<file path="src/rtl/apoll_pkg.sv">
package apoll_pkg;
  typedef enum logic [1:0] {
    ST_OFF  = 2'd0,
    ST_ARB  = 2'd1,
    ST_REQ  = 2'd2,
    ST_WAIT = 2'd3
  } poll_state_t;
endpackage

</file>
<file path="src/rtl/apoll_timer.sv">
module apoll_timer #(
  parameter int GAP_W = 8
) (
  input  logic             clk,
  input  logic             rst,
  input  logic             load,
  input  logic [GAP_W-1:0] load_val,
  output logic             expired
);
  logic [GAP_W-1:0] count;

  always_ff @(posedge clk) begin
    if (rst) begin
      count <= '0;
    end else if (load) begin
      count <= load_val;
    end else if (count != '0) begin
      count <= count - 1'b1;
    end
  end

  assign expired = (count == '0);
endmodule

</file>
<file path="src/rtl/apoll_seq.sv">
module apoll_seq
  import apoll_pkg::*;
(
  input  logic clk,
  input  logic rst,
  input  logic poll_en,
  input  logic mgmt_busy,
  input  logic ack,
  input  logic timer_expired,
  output logic req,
  output logic timer_load
);
  poll_state_t state;

  always_ff @(posedge clk) begin
    if (rst) begin
      state <= ST_OFF;
    end else begin
      case (state)
        ST_OFF:  if (poll_en) state <= ST_ARB;
        ST_ARB: begin
          if (!poll_en)        state <= ST_OFF;
          else if (!mgmt_busy) state <= ST_REQ;
        end
        ST_REQ:  if (ack) state <= poll_en ? ST_WAIT : ST_OFF;
        ST_WAIT: begin
          if (!poll_en)           state <= ST_OFF;
          else if (timer_expired) state <= ST_ARB;
        end
        default: state <= ST_OFF;
      endcase
    end
  end

  assign req        = (state == ST_REQ);
  assign timer_load = (state == ST_REQ) && ack;
endmodule

</file>
<file path="src/rtl/apoll_shadow.sv">
module apoll_shadow #(
  parameter int DATA_W = 16
) (
  input  logic              clk,
  input  logic              rst,
  input  logic              poll_en,
  input  logic              rd_fire,
  input  logic [DATA_W-1:0] rd_data,
  input  logic              rd_err,
  input  logic              irq_en,
  input  logic              irq_clr,
  output logic [DATA_W-1:0] shadow,
  output logic              irq
);
  logic primed;
  logic flag;
  logic good_rd;
  logic mismatch;

  assign good_rd  = rd_fire && !rd_err && poll_en;
  assign mismatch = good_rd && primed && (rd_data != shadow);

  always_ff @(posedge clk) begin
    if (rst) begin
      shadow <= '0;
      primed <= 1'b0;
    end else begin
      if (good_rd) shadow <= rd_data;
      if (!poll_en)     primed <= 1'b0;
      else if (good_rd) primed <= 1'b1;
    end
  end

  always_ff @(posedge clk) begin
    if (rst) begin
      flag <= 1'b0;
      irq  <= 1'b0;
    end else begin
      irq <= irq_en && flag;
      if (mismatch)     flag <= 1'b1;
      else if (irq_clr) flag <= 1'b0;
    end
  end
endmodule

</file>
<file path="src/rtl/auto_poll_monitor.sv">
module auto_poll_monitor #(
  parameter int DATA_W = 16,
  parameter int GAP_W  = 8
) (
  input  logic              clk,
  input  logic              rst,
  input  logic              poll_en,
  input  logic [GAP_W-1:0]  poll_gap,
  input  logic              mgmt_busy,
  output logic              req,
  input  logic              ack,
  input  logic [DATA_W-1:0] rd_data,
  input  logic              rd_err,
  input  logic              irq_en,
  input  logic              irq_clr,
  output logic              irq,
  output logic [DATA_W-1:0] shadow
);
  logic timer_load;
  logic timer_expired;
  logic rd_fire;

  apoll_timer #(.GAP_W(GAP_W)) u_timer (
    .clk      (clk),
    .rst      (rst),
    .load     (timer_load),
    .load_val (poll_gap),
    .expired  (timer_expired)
  );

  apoll_seq u_seq (
    .clk           (clk),
    .rst           (rst),
    .poll_en       (poll_en),
    .mgmt_busy     (mgmt_busy),
    .ack           (ack),
    .timer_expired (timer_expired),
    .req           (req),
    .timer_load    (timer_load)
  );

  assign rd_fire = req && ack;

  apoll_shadow #(.DATA_W(DATA_W)) u_shadow (
    .clk     (clk),
    .rst     (rst),
    .poll_en (poll_en),
    .rd_fire (rd_fire),
    .rd_data (rd_data),
    .rd_err  (rd_err),
    .irq_en  (irq_en),
    .irq_clr (irq_clr),
    .shadow  (shadow),
    .irq     (irq)
  );
endmodule

</file>
<file path="config.mk">
export PLATFORM = sky130hd
export DESIGN_NAME = auto_poll_monitor
export DESIGN_NICKNAME = d
export VERILOG_FILES = /design/src/rtl/apoll_pkg.sv /design/src/rtl/apoll_timer.sv /design/src/rtl/apoll_seq.sv /design/src/rtl/apoll_shadow.sv /design/src/rtl/auto_poll_monitor.sv
export SDC_FILE = /design/constraint.sdc
export NUM_CORES = 1
export LEC_CHECK = 0
export ABC_AREA = 1
export BUFFER_PORTS_ARGS = -buffer_cell sky130_fd_sc_hd__buf_2
export CAP_MARGIN = 25
export CELL_PAD_IN_SITES_DETAIL_PLACEMENT = 2
export CELL_PAD_IN_SITES_GLOBAL_PLACEMENT = 2
export CORE_ASPECT_RATIO = 1.2
export CORE_MARGIN = 2
export CORE_UTILIZATION = 29
export CTS_BUF_LIST = sky130_fd_sc_hd__clkbuf_16
export DETAILED_ROUTE_END_ITERATION = 10
export HOLD_SLACK_MARGIN = 0.1
export PLACE_DENSITY_LB_ADDON = 0.1
export SYNTH_ARGS = -nofsm -noshare
export SYNTH_HDL_FRONTEND = slang
export SYNTH_HIERARCHICAL = 1
export SYNTH_SLANG_ARGS = --single-unit
</file>
<file path="constraint.sdc">
create_clock -name clk -period 2.3 [get_ports clk]
set_clock_uncertainty 0.05 [all_clocks]
set_input_delay 0.46 -clock clk [delete_from_list [all_inputs] [get_ports clk]]
set_output_delay 0.46 -clock clk [all_outputs]
set_load 0.02 [all_outputs]
</file>
Word level (Yosys, flattened, before mapping). Index checks and enable logic that the tools add are counted.

Register bits: 29. Input port bits: 32. Output and inout port bits: 18.

$add $sub $neg: 1. Equal/unequal tests: 8. Muxes and demuxes: 12. Bitwise logic cells: 1. Reduce and logical (&&, ||, !) cells: 14.

Operator list (number): $mux 8 (2); $ne 16x16->1 (1); $mux 2 (7); $logic_not 8->1 (1); $pmux 2 s4 (1); $reduce_bool 8->1 (1); $sub 8x1->8 const B (1); $logic_and 1x1->1 (6); $ne 3x3->1 const B (2); $eq 2x2->1 const B (2); $reduce_and 4->1 (1); $reduce_bool 2->1 (2); $eq 2x1->1 const B (1); $logic_not 2->1 (1); $mux 1 (2); $ne 2x1->1 const B (1); $ne 2x2->1 const B (1); $reduce_or 2->1 (1); $logic_not 1->1 (1); $not 1->1 (1).

Logic depth before layout (Yosys ltp). Gate-level depths: netlist of run 1.

Depth in word-level cells: 7. Mapped depth: 11. Mapped depth without buffers: 11.

Hierarchy. Netlist of run 1, hierarchy kept.

By module, submodules not included: apoll_shadow (instances 1, cells each 163, area each 1057.3 µm², sequential area each 380.4 µm²); apoll_timer (instances 1, cells each 70, area each 473.0 µm², sequential area each 160.2 µm²); apoll_seq (instances 1, cells each 29, area each 178.9 µm², sequential area each 40.0 µm²); auto_poll_monitor (instances 1, cells each 2, area each 7.5 µm², sequential area each 0.0 µm²).

Worst setup path after synthesis of run 1. OpenSTA, ideal clock, no wires.

Path type: register -> register. Start: register u_timer.count[0]. End: register u_seq.state[0]. Setup time: 115 ps. Arrival time: 1282 ps. Data required time: 2135 ps. Path slack: 853 ps. Stages on the path, launching flop included: 11. Buffers on the path: 0. Path through: dfxtp_1 -> inv_1 -> ha_1 -> nand2_2 -> nor2_8 -> inv_1 -> nand2_1 -> nor2_1 -> nor2_4 -> a21oi_1 -> nor2_1.

Cells in the longest elaborated chain, start to end: 3.

Ends and longest elaborated chain: start, declared (line apoll_timer.sv:10) `logic [GAP_W-1:0] count;`; start signal, assigned (line apoll_timer.sv:16) `count <= load_val;`; start signal, assigned (line apoll_timer.sv:18) `count <= count - 1'b1;`; $logic_not 8->1 (line apoll_timer.sv:22) `assign expired = (count == '0);`; named net timer_expired (line auto_poll_monitor.sv:20) `logic timer_expired;`; $ne 3x3->1 (no line); $reduce_and 4->1 (no line); end signal, assigned (line apoll_seq.sv:25) `ST_REQ: if (ack) state <= poll_en ? ST_WAIT : ST_OFF;`; end, declared (line apoll_seq.sv:13) `poll_state_t state;`.

The timed path passes the listed nets, and every way through them passes these cells. A chain may end at the register's enable or synchronous reset.

Worst setup path after layout of run 1.
Start: register u_seq.state[0]. End: register u_shadow.shadow[2].

Cells in the longest elaborated chain, start to end: 4.

Ends and longest elaborated chain: $eq 2x2->1 (line apoll_seq.sv:35) `assign req = (state == ST_REQ);`; $logic_and 1x1->1 (line auto_poll_monitor.sv:42) `assign rd_fire = req && ack;`; named net rd_fire (line auto_poll_monitor.sv:21) `logic rd_fire;`; $logic_and 1x1->1 (2 in a row) (line apoll_shadow.sv:20) `assign good_rd = rd_fire && !rd_err && poll_en;`; end signal, assigned (line apoll_shadow.sv:28) `if (good_rd) shadow <= rd_data;`; end, declared (line apoll_shadow.sv:12) `output logic [DATA_W-1:0] shadow,`.

The timed path passes the listed nets, and every way through them passes these cells.

==> results of run 1 <==
sequential cells by signal (all words and copies together) (netlist names):
name / count
u_shadow/shadow: 16
u_timer/count: 8
u_seq/state: 2
u_shadow/flag: 1
u_shadow/irq: 1
u_shadow/primed: 1
worst register-to-register path: stages (launching register included):
cell and delay (ns):
dfxtp_1 0.35, inv_1 0.08, nand2_2 0.07, inv_1 0.08, nand2_1 0.05, inv_1 0.05
nand2_1 0.07, nor2_4 0.40, buf_4 0.28, o21ai_1 0.09, a21oi_2 0.11
kinds of logic (layout without fill, tap and decap cells):
| group | after synthesis | count (layout) | share of synthesized area, % |
|---|---|---|---|
| AO/OA/AOI/OAI | 45 | 45 | 16.76 |
| XOR/XNOR | 3 | 3 | 1.531 |
| adder cells (fa/ha/maj) | 1 | 1 | 0.7287 |
| buffers and inverters | 52 | 106 | 12.83 |
| flip-flops | 29 | 29 | 33.82 |
| AND/OR/NAND/NOR | 134 | 134 | 34.33 |
through the flow:
step / std cells / setup slack (ns)
floorplan: 264 / 0.8532
global placement: 391 / 0.5966
detailed placement: 391 / 0.5409
CTS: 398 / 0.5391
global route: 398 / 0.3494
finish: 398 / 0.5709
cell type report:
class | instances | area share [%]
timing repair buffer | 52 | 12.32
clock inverter | 2 | 0.3454
sequential | 29 | 26.71
tap | 80 | 4.606
clock buffer | 5 | 5.757
multi-input combinational | 183 | 42.14
inverter | 47 | 8.117
worst paths after layout:
kind | from | to | slack, ns | cells past startpoint
worst max-delay path | u_seq/state[0] | u_shadow/shadow[2] | 0.57 | 10
worst min-delay path | irq_en | u_shadow/irq | 0.37 | 3
worst max register to register | u_seq/state[0] | u_shadow/shadow[2] | 0.57 | 10
worst min register to register | u_shadow/flag | u_shadow/irq | 0.40 | 2
power by group:
group	internal (mW)	leakage (nW)	total, mW	switching [mW]
registers	0.583	0.236	0.660	0.0772
clock network	0.385	0.0685	0.586	0.201
logic	0.286	0.779	0.748	0.462
cell usage in the layout (no fill, tap or decap), types with 2 or more instances in the layout:
cell and n:
a21oi_1 6, a21oi_2 14, buf_2 49, buf_4 3, clkbuf_16 5, dfxtp_1 29, inv_1 44, inv_2 4
nand2_1 75, nand2_2 3, nand3_1 4, nor2_1 35, nor2_2 4, nor2_4 3, nor3_1 5, o21ai_0 3
o21ai_1 18, xnor2_1 2
metal layers:
metal	wire, um	global-route usage [%]	part of all wire, %
met1	1934	17.66	40
met2	2641	30.76	55
met3	172	3.759	3.6
met4	51	4.383	1.1
met5	0	0	0
==> summary.txt, run 1 <==
Final Hold Fails - 0
first-pass GRT wire length - 8100 um
1st-iter DRT viols - 46
worst slew pin tran - 0.4969 ns
worst vdd ir - 0.0002946 V
Cell Area, Synth - 1717 um2
Final Setup Violations - 0
Tot GR Track Use - 16.15%
synth unique cells - 30
DR vias/cell - 4.523
area of the multi-input gates - 915.9 um2
power density over the cells - 917.7 nW/um2
share of cells above drive strength 1 - 27.99%
status - finished clean
CTS tree - built
slew margin rel. - 66.79%
crit path cell chain - inv_1, nand2_2, inv_1, nand2_1, inv_1, nand2_1, nor2_4, buf_4, o21ai_1, a21oi_2
DP HPWL - 3906 um
top-count cell post-synth - nand2_1
PortBufs - 49
remaining global-route overflow - 0
overall power - 1.995 mW
clock buffer depth - 2
Die Area - 6553 um2
setup TNS - 0 ns
post-synthesis sequential area ratio - 33.82%
most frequent cells after synthesis - 75 x nand2_1, 43 x inv_1, 35 x nor2_1, 29 x dfxtp_1, 18 x o21ai_1
Top delay family on crit path - simple AND/OR/NAND/NOR gates
fin crit period - 1.729 ns
Final Hold Slack - 0.3730 ns
ant diodes - 0
Clock Pin Slew Worst Setup and Hold Paths - 0.05 ns
leakage - 1.084 nW
post-cts repair resize count - 0
initial antenna violation count - 0
CP Buf/Inv Count - 4
Vias - 1800
Initial DRT Pass Iterations - 4
pin count of the biggest net entering global routing - 19
post-synth top area share - 33.82%
Site Rows - 30
YS warnings - 6
Clock Sinks - 29
Core Region - 5705 um2
Layout Nets - 351
Post-Syn Instances - 264
WL per Instance - 12.06 um
Max-Cap Viols - 0
Setup CP Type - flop to flop
Layout area overhead - 26.60%
Max Fclk - 578.3 MHz
Die Y - 88.28 um
RSZ-0062 raised after global routing - false
CTS Hold Bufs - 0
Worst Path Max Fanout - 16
Mean Syn Cell Area - 6.502 um2
Placed Area - 2041 um2
Pins Over Slew Limit - 0
CP required - 2.46 ns
GPL Wtd Cong - 0.7436
Synth Net Count - 297
cell taking the most area after synthesis - dfxtp_1
number of synthesized flops with an enable pin - 0
Post-CTS Setup Repair Bufs - 0
Min-Delay Path Class - input pin to flop
Critical Path Sink Type - flop
DR DRC count - 0
critical path's most frequent cell - inv_1
Die W - 74.24 um
Top FF cell, synth - dfxtp_1
Initial Util - 30.09%
Clock Latency Late Sink - 0.27 ns
Register Area - 580.6 um2
Routed WL - 4800 um
vias in the first global route - 1861
Period Utilization, post-route - 75.18%
Routed Antenna Nets - 0
Clock Tree Root - clkbuf_16
Worst path max stage delay - 0.40 ns
I/O pin total - 50
critical path's slowest cell - nor2_4
H-tree depth - 2
Layout Utilization - 38.09%
async set or reset register ratio after synthesis - 0%
ranking of synthesized cells by area - dfxtp_1 34%, nand2_1 16%, inv_1 9.4%, nor2_1 7.7%, a21oi_2 7.1%
synthesis-stage register bit count - 29
WP data arrival - 1.89 ns
cell area after layout - 2173 um2
Fillers - 733
CTS Buf Count - 5
critical path startpoint category - flop
No activity file was read; power rests on OpenSTA's default activity.
==> run 2: changes to the inputs <==
--- a/config.mk
+++ b/config.mk
@@ -12,7 +12,7 @@
 export CELL_PAD_IN_SITES_GLOBAL_PLACEMENT = 2
 export CORE_ASPECT_RATIO = 1.2
 export CORE_MARGIN = 2
-export CORE_UTILIZATION = 29
+export CORE_UTILIZATION = 27
 export CTS_BUF_LIST = sky130_fd_sc_hd__clkbuf_16
 export DETAILED_ROUTE_END_ITERATION = 10
 export HOLD_SLACK_MARGIN = 0.1
==> constraint.sdc (replaced) <==
create_clock -name clk -period 1.8 [get_ports clk]
set_clock_uncertainty 0.05 [all_clocks]
set_input_delay 0.36 -clock clk [delete_from_list [all_inputs] [get_ports clk]]
set_output_delay 0.36 -clock clk [all_outputs]
set_load 0.02 [all_outputs]
==> summary.txt, run 2 (same netlist as run 1, synthesis figures left out) <==
status - finished clean
Final Hold Fails - 0
clock buffer depth - 2
Initial DRT Pass Iterations - 4
GPL Wtd Cong - 0.7742
crit path cell chain - inv_1, ha_1, nand2_2, nor2_8, inv_1, nand2_1, nor2_1, nor2_4, a21oi_1, nor2_1
power density over the cells - 1179 nW/um2
max FFs per register - 16
worst slew pin tran - 0.3464 ns
Max Fclk - 604.1 MHz
PortBufs - 49
setup TNS - 0 ns
Min-Delay Path Class - input pin to flop
remaining global-route overflow - 0
initial antenna violation count - 0
Final Setup Violations - 0
CTS tree - built
Die W - 76.79 um
Worst Path Max Fanout - 5
Routed Antenna Nets - 0
DR vias/cell - 4.453
DR DRC count - 0
critical path's slowest cell - dfxtp_1
DP HPWL - 3843 um
overall power - 2.575 mW
hold path cells - 3
CP required - 1.91 ns
H-tree depth - 2
Clock Tree Root - clkbuf_16
Regs by FF count - u_shadow/shadow: 16 flops, u_timer/count: 8 flops, u_seq/state: 2 flops
Clock Pin Slew Worst Setup and Hold Paths - 0.05 ns
Pins Over Slew Limit - 0
most frequent cells in the layout - 75 x nand2_1, 49 x buf_2, 46 x inv_1
Clock Sinks - 29
Die Y - 91.35 um
Largest Register - u_shadow/shadow
DP Cell Count - 392
Tot GR Track Use - 15.33%
Die Area - 7014 um2
commonest non-fill, non-tap cell in the layout - nand2_1
first-pass GRT wire length - 8631 um
pin count of the biggest net entering global routing - 32
Setup CP Type - flop to flop
Worst path max stage delay - 0.32 ns
slew margin rel. - 76.73%
post-cts repair resize count - 0
WP depth - 10
Max-Cap Viols - 0
WL per Instance - 12.40 um
Critical Path Sink Type - flop
RSZ-0062 raised after global routing - false
ant diodes - 0
1st-iter DRT viols - 18
Worst R2R Setup Slack - 0.14 ns
Vias - 1781
CTS Hold Bufs - 0
Post-CTS Setup Repair Bufs - 0
Reg2Reg Depth - 10
critical path startpoint category - flop
worst vdd ir - 0.0003810 V
WP data arrival - 1.76 ns
I/O pin total - 50
Core Region - 6090 um2
Layout Nets - 350
Period Utilization, post-route - 91.97%
Initial Util - 28.19%
CP Buf/Inv Count - 2
Final Hold Slack - 0.2618 ns
leakage - 1.090 nW
Layout area overhead - 27.26%
final cell count without fillers - 400
Clock Latency Late Sink - 0.27 ns
Top delay family on crit path - simple AND/OR/NAND/NOR gates
Routed WL - 4959 um
Site Rows - 31
share of cells above drive strength 1 - 27.67%
vias in the first global route - 1887
fin crit period - 1.655 ns
CTS Buf Count - 5
==> run 2: final cells by class <==
cell class,count,area [um2]
fill,753,3905
multi-input combinational,183,915.9
tap,82,102.6
timing repair buffer,51,272.8
clock inverter,3,11.26
clock buffer,5,125.1
sequential,29,580.6
inverter,47,176.4
==> run 2: power by group <==
part           total (mW)  internal (mW)  leakage, nW  switching [mW]
combinational       0.978          0.367        0.776           0.610
sequential          0.842          0.745        0.236          0.0970
clock               0.756          0.494       0.0776           0.261
total                2.58           1.61         1.09           0.969
==> run 2: worst register-to-register path, cell delays in order, from the launching register on <==
cell and delay [ns]:
dfxtp_1 0.32, inv_1 0.10, ha_1 0.26, nand2_2 0.15, nor2_8 0.07, inv_1 0.05, nand2_1 0.04, nor2_1 0.19
nor2_4 0.06, a21oi_1 0.18, nor2_1 0.08
==> run 2: through the flow <==
stage | area (um2) | setup slack (ns) | utilization [%]
final | 2185 | 0.1446 | 35.87
after global routing | 2185 | 0.03026 | 35.87
after CTS | 2185 | 0.1438 | 35.87
after detailed placement | 2048 | 0.2015 | 33.63
after global placement | 2048 | 0.2798 | 33.63
after floorplan | 1717 | 0.3532 | -
==> run 2: final timing paths <==
kind / startpoint / to
max: u_timer/count[0] / u_seq/state[0]
min: irq_en / u_shadow/irq
max reg2reg: u_timer/count[0] / u_seq/state[0]
min reg2reg: u_shadow/flag / u_shadow/irq
==> run 2: layer usage <==
metal / vias to the layer above / track usage (%) / share of wire [%]
met5: - / 0 / 0
met4: 0 / 4.091 / 0.89
met3: 4 / 3.479 / 3.1
met2: 28 / 29.24 / 54
met1: 834 / 16.75 / 41
li1: 915 / - / -
